[config.mk]
export PLATFORM = sky130hd
export DESIGN_NAME = lhc_top
export DESIGN_NICKNAME = d
export VERILOG_FILES = /design/src/rtl/lhc_pkg.sv /design/src/rtl/lhc_wait_timer.sv /design/src/rtl/lhc_phy_xact.sv /design/src/rtl/lhc_top.sv
export SDC_FILE = /design/constraint.sdc
export NUM_CORES = 1
export LEC_CHECK = 0
export BUFFER_PORTS_ARGS = -buffer_cell sky130_fd_sc_hd__buf_2
export CAP_MARGIN = 10
export CELL_PAD_IN_SITES_DETAIL_PLACEMENT = 1
export CELL_PAD_IN_SITES_GLOBAL_PLACEMENT = 1
export CORE_MARGIN = 10
export CORE_UTILIZATION = 41
export CTS_CLUSTER_SIZE = 40
export DETAILED_ROUTE_END_ITERATION = 10
export PLACE_DENSITY = 0.79
export SLEW_MARGIN = 20
export SYNTH_ARGS = -nofsm -noshare
export SYNTH_HDL_FRONTEND = slang
export SYNTH_SLANG_ARGS = --single-unit
[constraint.sdc]
create_clock -name clk -period 2.2 [get_ports clk]
set_clock_uncertainty 0.05 [all_clocks]
set_input_delay 0.33 -clock clk [delete_from_list [all_inputs] [get_ports clk]]
set_output_delay 0.33 -clock clk [all_outputs]
set_load 0.01 [all_outputs]
[src/rtl/lhc_pkg.sv]
package lhc_pkg;

    typedef enum logic [3:0] {
        ST_IDLE,
        ST_SAMPLE,
        ST_GAP,
        ST_RXV_WT,
        ST_RD1_WT,
        ST_WR1_WT,
        ST_HOLD,
        ST_RD2_WT,
        ST_WR2_WT
    } lhc_state_e;

    function automatic int unsigned lhc_us_to_cyc(int unsigned khz, int unsigned us);
        int unsigned c;
        c = (khz * us) / 1000;
        return (c == 0) ? 1 : c;
    endfunction

endpackage

[src/rtl/lhc_wait_timer.sv]
module lhc_wait_timer #(
    parameter int W = 8
) (
    input  logic         clk,
    input  logic         rst_n,
    input  logic         load_i,
    input  logic [W-1:0] len_i,
    output logic         fire_o
);

    typedef struct packed {
        logic         run;
        logic [W-1:0] cnt;
    } tmr_t;

    tmr_t tmr_d, tmr_q;

    always_comb begin
        tmr_d = tmr_q;
        if (load_i) begin
            tmr_d.run = 1'b1;
            tmr_d.cnt = len_i;
        end else if (tmr_q.run) begin
            if (tmr_q.cnt <= W'(1)) begin
                tmr_d.run = 1'b0;
                tmr_d.cnt = '0;
            end else begin
                tmr_d.cnt = tmr_q.cnt - W'(1);
            end
        end
    end

    always_ff @(posedge clk) begin
        if (!rst_n) tmr_q <= '0;
        else        tmr_q <= tmr_d;
    end

    assign fire_o = tmr_q.run && (tmr_q.cnt <= W'(1)) && !load_i;


    tmr_cnt_zero_chk: assert property (@(posedge clk) disable iff (!rst_n)
        tmr_q.run && !load_i && (tmr_q.cnt > W'(1)) |=> tmr_q.run);

endmodule

[src/rtl/lhc_phy_xact.sv]
module lhc_phy_xact #(
    parameter int AW = 16,
    parameter int DW = 16
) (
    input  logic          clk,
    input  logic          rst_n,
    input  logic          go_i,
    input  logic          we_i,
    input  logic [AW-1:0] addr_i,
    input  logic [DW-1:0] wdata_i,
    output logic          req_o,
    output logic          we_o,
    output logic [AW-1:0] addr_o,
    output logic [DW-1:0] wdata_o,
    input  logic          done_i,
    input  logic          err_i,
    output logic          ok_o,
    output logic          fail_o
);

    typedef struct packed {
        logic          req;
        logic          we;
        logic [AW-1:0] addr;
        logic [DW-1:0] wdata;
    } xact_t;

    xact_t xa_d, xa_q;

    always_comb begin
        xa_d = xa_q;
        if (xa_q.req) begin
            if (done_i || err_i) xa_d.req = 1'b0;
        end else if (go_i) begin
            xa_d.req   = 1'b1;
            xa_d.we    = we_i;
            xa_d.addr  = addr_i;
            xa_d.wdata = wdata_i;
        end
    end

    always_ff @(posedge clk) begin
        if (!rst_n) xa_q <= '0;
        else        xa_q <= xa_d;
    end

    assign req_o   = xa_q.req;
    assign we_o    = xa_q.we;
    assign addr_o  = xa_q.addr;
    assign wdata_o = xa_q.wdata;
    assign fail_o  = xa_q.req && err_i;
    assign ok_o    = xa_q.req && done_i && !err_i;


    req_hold_chk: assert property (@(posedge clk) disable iff (!rst_n)
        xa_q.req && !done_i && !err_i |=> xa_q.req && $stable(xa_q.addr)
            && $stable(xa_q.we) && $stable(xa_q.wdata));


    req_drop_chk: assert property (@(posedge clk) disable iff (!rst_n)
        xa_q.req && (done_i || err_i) |=> !xa_q.req);


    go_when_idle_chk: assert property (@(posedge clk) disable iff (!rst_n)
        go_i |-> !xa_q.req);

endmodule

[src/rtl/lhc_top.sv]
module lhc_top #(
    parameter int          CLK_KHZ     = 250000,
    parameter int          GAP_US      = 1000,
    parameter int          HOLD_US     = 2000,
    parameter int          RETRIES     = 5,
    parameter int          PHY_AW      = 16,
    parameter int          PHY_DW      = 16,
    parameter int          LTSSM_W     = 6,
    parameter logic [15:0] RXSTAT_ADDR = 16'h100D,
    parameter logic [15:0] OVRD_ADDR   = 16'h1005,
    parameter logic [15:0] OVRD_MASK   = 16'h0028,
    parameter logic [5:0]  STUCK_CODE  = 6'h0D
) (
    input  logic               clk,
    input  logic               rst_n,
    input  logic               chk_req_i,
    input  logic               lnk_up_i,
    input  logic               lnk_training_i,
    input  logic [LTSSM_W-1:0] ltssm_code_i,
    output logic               phy_req_o,
    output logic               phy_we_o,
    output logic [PHY_AW-1:0]  phy_addr_o,
    output logic [PHY_DW-1:0]  phy_wdata_o,
    input  logic [PHY_DW-1:0]  phy_rdata_i,
    input  logic               phy_done_i,
    input  logic               phy_err_i,
    output logic               busy_o,
    output logic               done_o,
    output logic               link_up_o,
    output logic               recov_o,
    output logic               fault_o
);
    import lhc_pkg::*;

    localparam int unsigned GAP_CYC  = lhc_us_to_cyc(CLK_KHZ, GAP_US);
    localparam int unsigned HOLD_CYC = lhc_us_to_cyc(CLK_KHZ, HOLD_US);
    localparam int unsigned MAX_CYC  = (GAP_CYC > HOLD_CYC) ? GAP_CYC : HOLD_CYC;
    localparam int          TW       = $clog2(MAX_CYC + 1);
    localparam int          RW       = $clog2(RETRIES + 1);
    localparam logic [PHY_AW-1:0]  A_RXSTAT = PHY_AW'(RXSTAT_ADDR);
    localparam logic [PHY_AW-1:0]  A_OVRD   = PHY_AW'(OVRD_ADDR);
    localparam logic [PHY_DW-1:0]  M_OVRD   = PHY_DW'(OVRD_MASK);
    localparam logic [LTSSM_W-1:0] C_STUCK  = LTSSM_W'(STUCK_CODE);

    typedef struct packed {
        lhc_state_e        state;
        logic [RW-1:0]     tries;
        logic              link_up;
        logic              done;
        logic              recov;
        logic              fault;
        logic              x_go;
        logic              x_we;
        logic [PHY_AW-1:0] x_addr;
        logic [PHY_DW-1:0] x_wdata;
        logic              t_load;
        logic [TW-1:0]     t_len;
    } ctl_t;

    ctl_t ctl_d, ctl_q;
    logic x_ok, x_fail, t_fire;

    lhc_phy_xact #(.AW(PHY_AW), .DW(PHY_DW)) u_xact (
        .clk     (clk),
        .rst_n   (rst_n),
        .go_i    (ctl_q.x_go),
        .we_i    (ctl_q.x_we),
        .addr_i  (ctl_q.x_addr),
        .wdata_i (ctl_q.x_wdata),
        .req_o   (phy_req_o),
        .we_o    (phy_we_o),
        .addr_o  (phy_addr_o),
        .wdata_o (phy_wdata_o),
        .done_i  (phy_done_i),
        .err_i   (phy_err_i),
        .ok_o    (x_ok),
        .fail_o  (x_fail)
    );

    lhc_wait_timer #(.W(TW)) u_tmr (
        .clk    (clk),
        .rst_n  (rst_n),
        .load_i (ctl_q.t_load),
        .len_i  (ctl_q.t_len),
        .fire_o (t_fire)
    );

    always_comb begin
        ctl_d        = ctl_q;
        ctl_d.done   = 1'b0;
        ctl_d.recov  = 1'b0;
        ctl_d.fault  = 1'b0;
        ctl_d.x_go   = 1'b0;
        ctl_d.t_load = 1'b0;

        if (x_fail) begin
            ctl_d.state   = ST_IDLE;
            ctl_d.done    = 1'b1;
            ctl_d.fault   = 1'b1;
            ctl_d.link_up = 1'b0;
        end else begin
            unique case (ctl_q.state)
                ST_IDLE: begin
                    if (chk_req_i) begin
                        ctl_d.state = ST_SAMPLE;
                        ctl_d.tries = RW'(RETRIES);
                    end
                end
                ST_SAMPLE: begin
                    if (lnk_up_i && !lnk_training_i) begin
                        ctl_d.state   = ST_IDLE;
                        ctl_d.done    = 1'b1;
                        ctl_d.link_up = 1'b1;
                    end else if (lnk_up_i && (ctl_q.tries != '0)) begin
                        ctl_d.tries  = ctl_q.tries - RW'(1);
                        ctl_d.t_load = 1'b1;
                        ctl_d.t_len  = TW'(GAP_CYC);
                        ctl_d.state  = ST_GAP;
                    end else begin
                        ctl_d.x_go   = 1'b1;
                        ctl_d.x_we   = 1'b0;
                        ctl_d.x_addr = A_RXSTAT;
                        ctl_d.state  = ST_RXV_WT;
                    end
                end
                ST_GAP: begin
                    if (t_fire) ctl_d.state = ST_SAMPLE;
                end
                ST_RXV_WT: begin
                    if (x_ok) begin
                        if (phy_rdata_i[0] || (ltssm_code_i != C_STUCK)) begin
                            ctl_d.state   = ST_IDLE;
                            ctl_d.done    = 1'b1;
                            ctl_d.link_up = 1'b0;
                        end else begin
                            ctl_d.x_go   = 1'b1;
                            ctl_d.x_we   = 1'b0;
                            ctl_d.x_addr = A_OVRD;
                            ctl_d.state  = ST_RD1_WT;
                        end
                    end
                end
                ST_RD1_WT: begin
                    if (x_ok) begin
                        ctl_d.x_go    = 1'b1;
                        ctl_d.x_we    = 1'b1;
                        ctl_d.x_addr  = A_OVRD;
                        ctl_d.x_wdata = phy_rdata_i | M_OVRD;
                        ctl_d.state   = ST_WR1_WT;
                    end
                end
                ST_WR1_WT: begin
                    if (x_ok) begin
                        ctl_d.t_load = 1'b1;
                        ctl_d.t_len  = TW'(HOLD_CYC);
                        ctl_d.state  = ST_HOLD;
                    end
                end
                ST_HOLD: begin
                    if (t_fire) begin
                        ctl_d.x_go   = 1'b1;
                        ctl_d.x_we   = 1'b0;
                        ctl_d.x_addr = A_OVRD;
                        ctl_d.state  = ST_RD2_WT;
                    end
                end
                ST_RD2_WT: begin
                    if (x_ok) begin
                        ctl_d.x_go    = 1'b1;
                        ctl_d.x_we    = 1'b1;
                        ctl_d.x_addr  = A_OVRD;
                        ctl_d.x_wdata = phy_rdata_i & ~M_OVRD;
                        ctl_d.state   = ST_WR2_WT;
                    end
                end
                ST_WR2_WT: begin
                    if (x_ok) begin
                        ctl_d.state   = ST_IDLE;
                        ctl_d.done    = 1'b1;
                        ctl_d.recov   = 1'b1;
                        ctl_d.link_up = 1'b0;
                    end
                end
                default: ctl_d.state = ST_IDLE;
            endcase
        end
    end

    always_ff @(posedge clk) begin
        if (!rst_n) begin
            ctl_q       <= '0;
            ctl_q.state <= ST_IDLE;
        end else begin
            ctl_q <= ctl_d;
        end
    end

    assign busy_o    = (ctl_q.state != ST_IDLE);
    assign done_o    = ctl_q.done;
    assign link_up_o = ctl_q.link_up;
    assign recov_o   = ctl_q.recov;
    assign fault_o   = ctl_q.fault;


    recov_pulse_chk: assert property (@(posedge clk) disable iff (!rst_n)
        recov_o |-> done_o && !link_up_o ##1 !recov_o);


    fault_excl_chk: assert property (@(posedge clk) disable iff (!rst_n)
        fault_o |-> done_o && !recov_o && !link_up_o);


    fault_quiet_chk: assert property (@(posedge clk) disable iff (!rst_n)
        phy_err_i && phy_req_o |=> !ctl_q.x_go && !busy_o);


    result_hold_chk: assert property (@(posedge clk) disable iff (!rst_n)
        !done_o |-> link_up_o == $past(link_up_o));


    tries_bound_chk: assert property (@(posedge clk) disable iff (!rst_n)
        ctl_q.tries <= RW'(RETRIES));


    write_target_chk: assert property (@(posedge clk) disable iff (!rst_n)
        phy_req_o && phy_we_o |-> phy_addr_o == A_OVRD);


    busy_done_chk: assert property (@(posedge clk) disable iff (!rst_n)
        done_o |-> !busy_o);

endmodule

# Word level (Yosys, flattened, before mapping)
# Cells that the tools add are included.
[totals] ff_bits=119 latchBits=0 ram_bits=0 rom_bits=0 word_cells=120 n_memories=0
[op_classes] add_sub_neg=2 n_mul=0 div_mod_pow=0 magnitude_cmp=1 n_eq_ne=23 n_shift=0 n_mux=42 n_bitwise=4 n_reduce_logical=30
[op_table] op="$mux 34" count=3
[op_table] op="$mux 20" count=5
[op_table] op="$mux 18" count=5
[op_table] op="$pmux 18 s5" count=1
[op_table] op="$pmux 20 s2" count=1
[op_table] op="$pmux 4 s9" count=1
[op_table] op="$pmux 16 s2" count=1
[op_table] op="$mux 4" count=7
[op_table] op="$le 19x1->1 const B" count=1
[op_table] op="$mux 19" count=1
[op_table] op="$sub 19x1->19 const B" count=1
[op_table] op="$ne 2x2->1 const B" count=9
[op_table] op="$eq 4x3->1 const B" count=4
[op_table] op="$reduce_and 5->1" count=3
[op_table] op="$mux 3" count=4
[op_table] op="$ne 2x1->1 const B" count=5
[op_table] op="$reduce_and 9->1" count=1
[op_table] op="$eq 4x2->1 const B" count=2
[op_table] op="$mux 2" count=4
[op_table] op="$reduce_and 8->1" count=1
[op_table] op="$reduce_bool 2->1" count=4
[op_table] op="$logic_and 1x1->1" count=7
[op_table] op="$mux 7" count=1
[op_table] op="$mux 1" count=6
[op_table] op="other kinds (17)" count=24

# Longest topological paths before layout
[logic_depth] ltp_word=6 ltp_mapped=8 ltp_nobuf=8

# Cells and area by module
# From an unflattened synthesis, not the netlist that was laid out.
[hier_totals] hier_cells=515 area_unflattened_um2=4444.3
[modules_own_cells] mod="lhc_top" instances=1 cells_each=212 area_each_um2=1783.0 seq_area_each_um2=680.7
[modules_own_cells] mod="lhc_phy_xact" instances=1 cells_each=149 area_each_um2=1423.9 seq_area_each_um2=680.7
[modules_own_cells] mod="lhc_wait_timer" instances=1 cells_each=154 area_each_um2=1237.4 seq_area_each_um2=400.4

# Worst setup path after synthesis
# No wires, ideal clock.
[synth_path] kind="register -> register" start="register ctl_q[58] in the netlist's numbering" end="register ctl_q[59] in the netlist's numbering" arrival_time_ps=1749 required_ps=2080 path_slack_ps=331 path_stages_with_launch=9 n_path_buf=0 period_less_slack_ps=1869 cell_sequence="dfxtp_1 > inv_1 > ha_1 > ha_1 > and3b_1 > mux2_2 > nand4_1 > or3_1 > a21oi_1"
[synth_between] elab_chain_len=4
[synth_lines] item="from (decl)" line="lhc_top.sv:60" source="ctl_t ctl_d, ctl_q;"
[synth_lines] item="from (signal assigned)" line="lhc_top.sv:194" source="ctl_q <= ctl_d;"
[synth_lines] item="$sub 3x1->3 / $reduce_bool 3->1 (equally long branches)" line="lhc_top.sv:115, lhc_top.sv:114"
[synth_lines] item="$mux 3 / $logic_and 1x1->1 (equally long branches)" line="lhc_top.sv:114" source="end else if (lnk_up_i && (ctl_q.tries != '0)) begin"
[synth_lines] item="$mux 3 / $ne 2x2->1 (equally long branches)"
[synth_lines] item="$pmux 3 s2 / $reduce_and 5->1 (equally long branches)"
# Parallel ways exist; a longest one is shown, timed or not. The select of a mux whose other input is x is not followed.
# A chain may end at the register's enable or synchronous reset.

# Worst setup path in the final report
[layout_path] start="register u_tmr.tmr_q[1] in the netlist's numbering" end="register u_tmr.tmr_q[18] in the netlist's numbering"
[layout_between] elab_chain_len=4
[layout_lines] item="from (decl)" line="lhc_wait_timer.sv:16" source="tmr_t tmr_d, tmr_q;"
[layout_lines] item="from (signal assigned)" line="lhc_wait_timer.sv:35" source="else tmr_q <= tmr_d;"
[layout_lines] item="$sub 19x1->19 / $le 19x1->1 (equally long branches)" line="lhc_wait_timer.sv:28, lhc_wait_timer.sv:24"
[layout_lines] item="$mux 19 (*)" line="lhc_wait_timer.sv:24" source="if (tmr_q.cnt <= W'(1)) begin"
[layout_lines] item="$mux 20 (*)" line="lhc_wait_timer.sv:23" source="end else if (tmr_q.run) begin"
[layout_lines] item="$mux 20 (*)" line="lhc_wait_timer.sv:20" source="if (load_i) begin"
# Mark *: on every way between the ends. The rest lies on a longest branch, timed or not. The select of a mux whose other input is x is not followed.

==> metrics.txt <==
Ports=68; Peak Freq=0.497 GHz; Syn Area/Cell=8.22 sq um; Multi-input gate area=1840 sq um; post-DP HPWL=7.36 mm; Post-DP Area=3850 sq um; clock sink count=73; Netlist cell types=60; Initial DRC Count=78; Levels on crit path=6; Yosys reg bits=73; WL/cell=17.2 um; initial antenna violation count=0; yosys warns=0; pre-CTS WS=201 ps; Tcrit/Tclk final=0.914; reg2reg end=u_tmr.tmr_q[18]; Critical Path Fanout Max=6; first-pass GRT wire length=16.9 mm; Hold Path Origin=phy_rdata_i[4]; final worst slack=190 ps; Worst R2R Path Depth=6; layout cells sized above 1=0.195; Hold Slack=166 ps; Post-synth EDFFs=0; CTS tree=done; Slew HR=0.524; CP delay by family, top=compound AO/OA/AOI/OAI gates; Crit Reg-Reg Startpoint=u_tmr.tmr_q[1]; GRT Util Overall=0.159; I/O Buffers=53; Setup Total Neg Slack=0 ps; final hold violation count=0; CP Buf/Inv Count=1; worst slew pin tran=713 ps; post-CTS resize count=0; worst-path cell chain=inv_1 > ha_1 > o21a_1 > a21o_1 > or4b_1 > a31oi_1; drt drc=0; CP max-delay cell=or4b_1; Max Root-Sink Buffers=2; hold endpoint=ctl_q[24]; Synth Cell Area=3510 sq um; Pwr Density=660 nW/um^2; post-synthesis sequential area ratio=0.416; Core Area=8260 sq um; Post-synth top flop=dfxtp_1; Synth Instances=427; Starting Density=0.425; WL final=10.1 mm; Critical Path RT=2420 ps; FF+latch area=1460 sq um; crit-path max cell delay=540 ps; setup bufs post-CTS=0; ANT cells=0; # hold bufs at CTS=0; Hold Crit Depth=3; Crit Path Class=flop to flop; vias in the first global route=3380; RSZ-0062 raised after global routing=false; Root Driver=clkbuf_8; Fillers=1075; peak supply drop=0.000309 V; Final Cell Area=4020 sq um; Leak Pwr=0.00159 uW; std cell rows=33; Setup crit start kind=flop; via count=3204; CP arrival=2230 ps; worst reg2reg setup slack=190 ps; largest net degree at the start of global routing=37; shortest period the worst path allows=2010 ps; asr flop ratio synth=0; H-tree levels=3; post-route ant nets=0; Initial DRT Pass Iterations=4; die width=113 um; layout net count=510; Setup crit end kind=flop; Die ar.=12700 sq um; area delta synth->final=14.4%; Num CTS Buffers=9; pins over their slew limit=0; status=complete, no violations; die height=113 um; Routability Congestion=0.825; Reg clk slew, reported paths=90 ps; routed vias/inst=5.46; clock latency on the worst-skew pair=350 ps; Final setup viols=0; maxcap violations=0; Worst Hold Class=primary input to flop; total gr overflow=0
placed cells by master, fill, tap and decap left out, types with 3 or more instances in the layout:
master and instances:
a211oi_1 3, a21boi_0 3, a21oi_1 45, a31oi_1 12, and3b_1 3, buf_2 53
buf_4 9, clkbuf_8 9, conb_1 12, dfxtp_1 73, ha_1 4, inv_1 9
mux2i_1 16, nand2_1 67, nand2b_1 5, nand3_1 10, nand4_1 4, nor2_1 48
nor2b_1 3, nor3_1 8, nor4_1 4, o211ai_1 4, o21a_1 4, o21ai_0 9
o311ai_0 6, or3_1 4, or3_2 3, or3b_2 3
cells by family (layout without fill, tap and decap cells):
| kind of cell | Yosys count | in the layout | synth area share |
|---|---|---|---|
| AO/OA/AOI/OAI | 101 | 101 | 0.181 |
| multiplexers | 17 | 17 | 0.0488 |
| AND/OR/NAND/NOR | 183 | 183 | 0.263 |
| buffers and inverters | 46 | 90 | 0.0706 |
| other | 1 | 12 | 0.00107 |
| flip-flops | 73 | 73 | 0.416 |
| XOR/XNOR | 2 | 2 | 0.00499 |
| adder cells (fa/ha/maj) | 4 | 4 | 0.0143 |
state kept, by name, summed over array words and instances (netlist names):
register        flops
u_xact.wdata_o     15
u_xact.we_o         1
u_xact.addr_o       2
fault_o             1
u_tmr.tmr_q        20
done_o              1
ctl_q              30
u_xact.req_o        1
recov_o             1
link_up_o           1
synth_stat cells (4+ instances only):
| library cell | n | area (sq um) |
|---|---|---|
| nand2_1 | 67 | 251 |
| o21a_1 | 4 | 30.0 |
| dfxtp_1 | 73 | 1460 |
| a21oi_1 | 45 | 225 |
| nor2_1 | 48 | 180 |
| clkbuf_1 | 14 | 52.6 |
| or3_1 | 4 | 25.0 |
| o211ai_1 | 4 | 30.0 |
| o311ai_0 | 6 | 52.6 |
| o21ai_0 | 9 | 45.0 |
| nand2b_1 | 5 | 31.3 |
| ha_1 | 4 | 50.1 |
| inv_1 | 9 | 33.8 |
| nor3_1 | 8 | 40.0 |
| nand4_1 | 4 | 25.0 |
| nand3_1 | 10 | 50.1 |
| mux2i_1 | 16 | 160 |
| nor4_1 | 4 | 25.0 |
| buf_4 | 15 | 113 |
| a31oi_1 | 12 | 75.1 |
area by class of cell:
type                       instances  area share
tap                              105      0.0327
clock inverter                     6      0.0106
timing repair buffer              64      0.0928
multi-input combinational        319       0.459
clock buffer                      10      0.0318
sequential                        73       0.364
inverter                          10     0.00935
report_power, final:
| part | switching [uW] | total [uW] | internal [uW] |
|---|---|---|---|
| Combinational | 183 | 306 | 123 |
| Clock | 538 | 950 | 412 |
| Sequential | 47.8 | 1400 | 1350 |
| Total | 769 | 2650 | 1880 |
per-stage QoR:
stage          cells  total power (uW)   util
6_report         587              2650  0.486
5_1_grt          587              2790  0.486
4_1_cts          587              2680  0.486
3_5_place_dp     571              1730  0.466
3_3_place_gp     571              1720  0.466
2_1_floorplan    438              1640      -
worst max-delay path by stage:
stage               slack, ps            from              end
CTS                       170  u_tmr.tmr_q[1]  u_tmr.tmr_q[18]
detailed placement        200  u_tmr.tmr_q[0]  u_tmr.tmr_q[14]
global placement          280  u_tmr.tmr_q[0]  u_tmr.tmr_q[14]
global route                3  u_tmr.tmr_q[1]  u_tmr.tmr_q[12]
floorplan                 330       ctl_q[58]        ctl_q[59]
finish                    190  u_tmr.tmr_q[1]  u_tmr.tmr_q[18]
routing by layer:
| layer | vias up | global-route usage | share of wire |
|---|---|---|---|
| li1 | 1588 | - | - |
| met1 | 1559 | 0.182 | 0.43 |
| met2 | 47 | 0.286 | 0.52 |
| met3 | 10 | 0.0383 | 0.035 |
| met4 | 0 | 0.0423 | 0.011 |
| met5 | - | 0 | 0 |
worst register-to-register path, cell delays in order (launching register included):
cell	delay [ps]
dfxtp_1	420
inv_1	100
ha_1	200
o21a_1	230
a21o_1	240
or4b_1	540
a31oi_1	170
(Power assumes the default switching activity.)
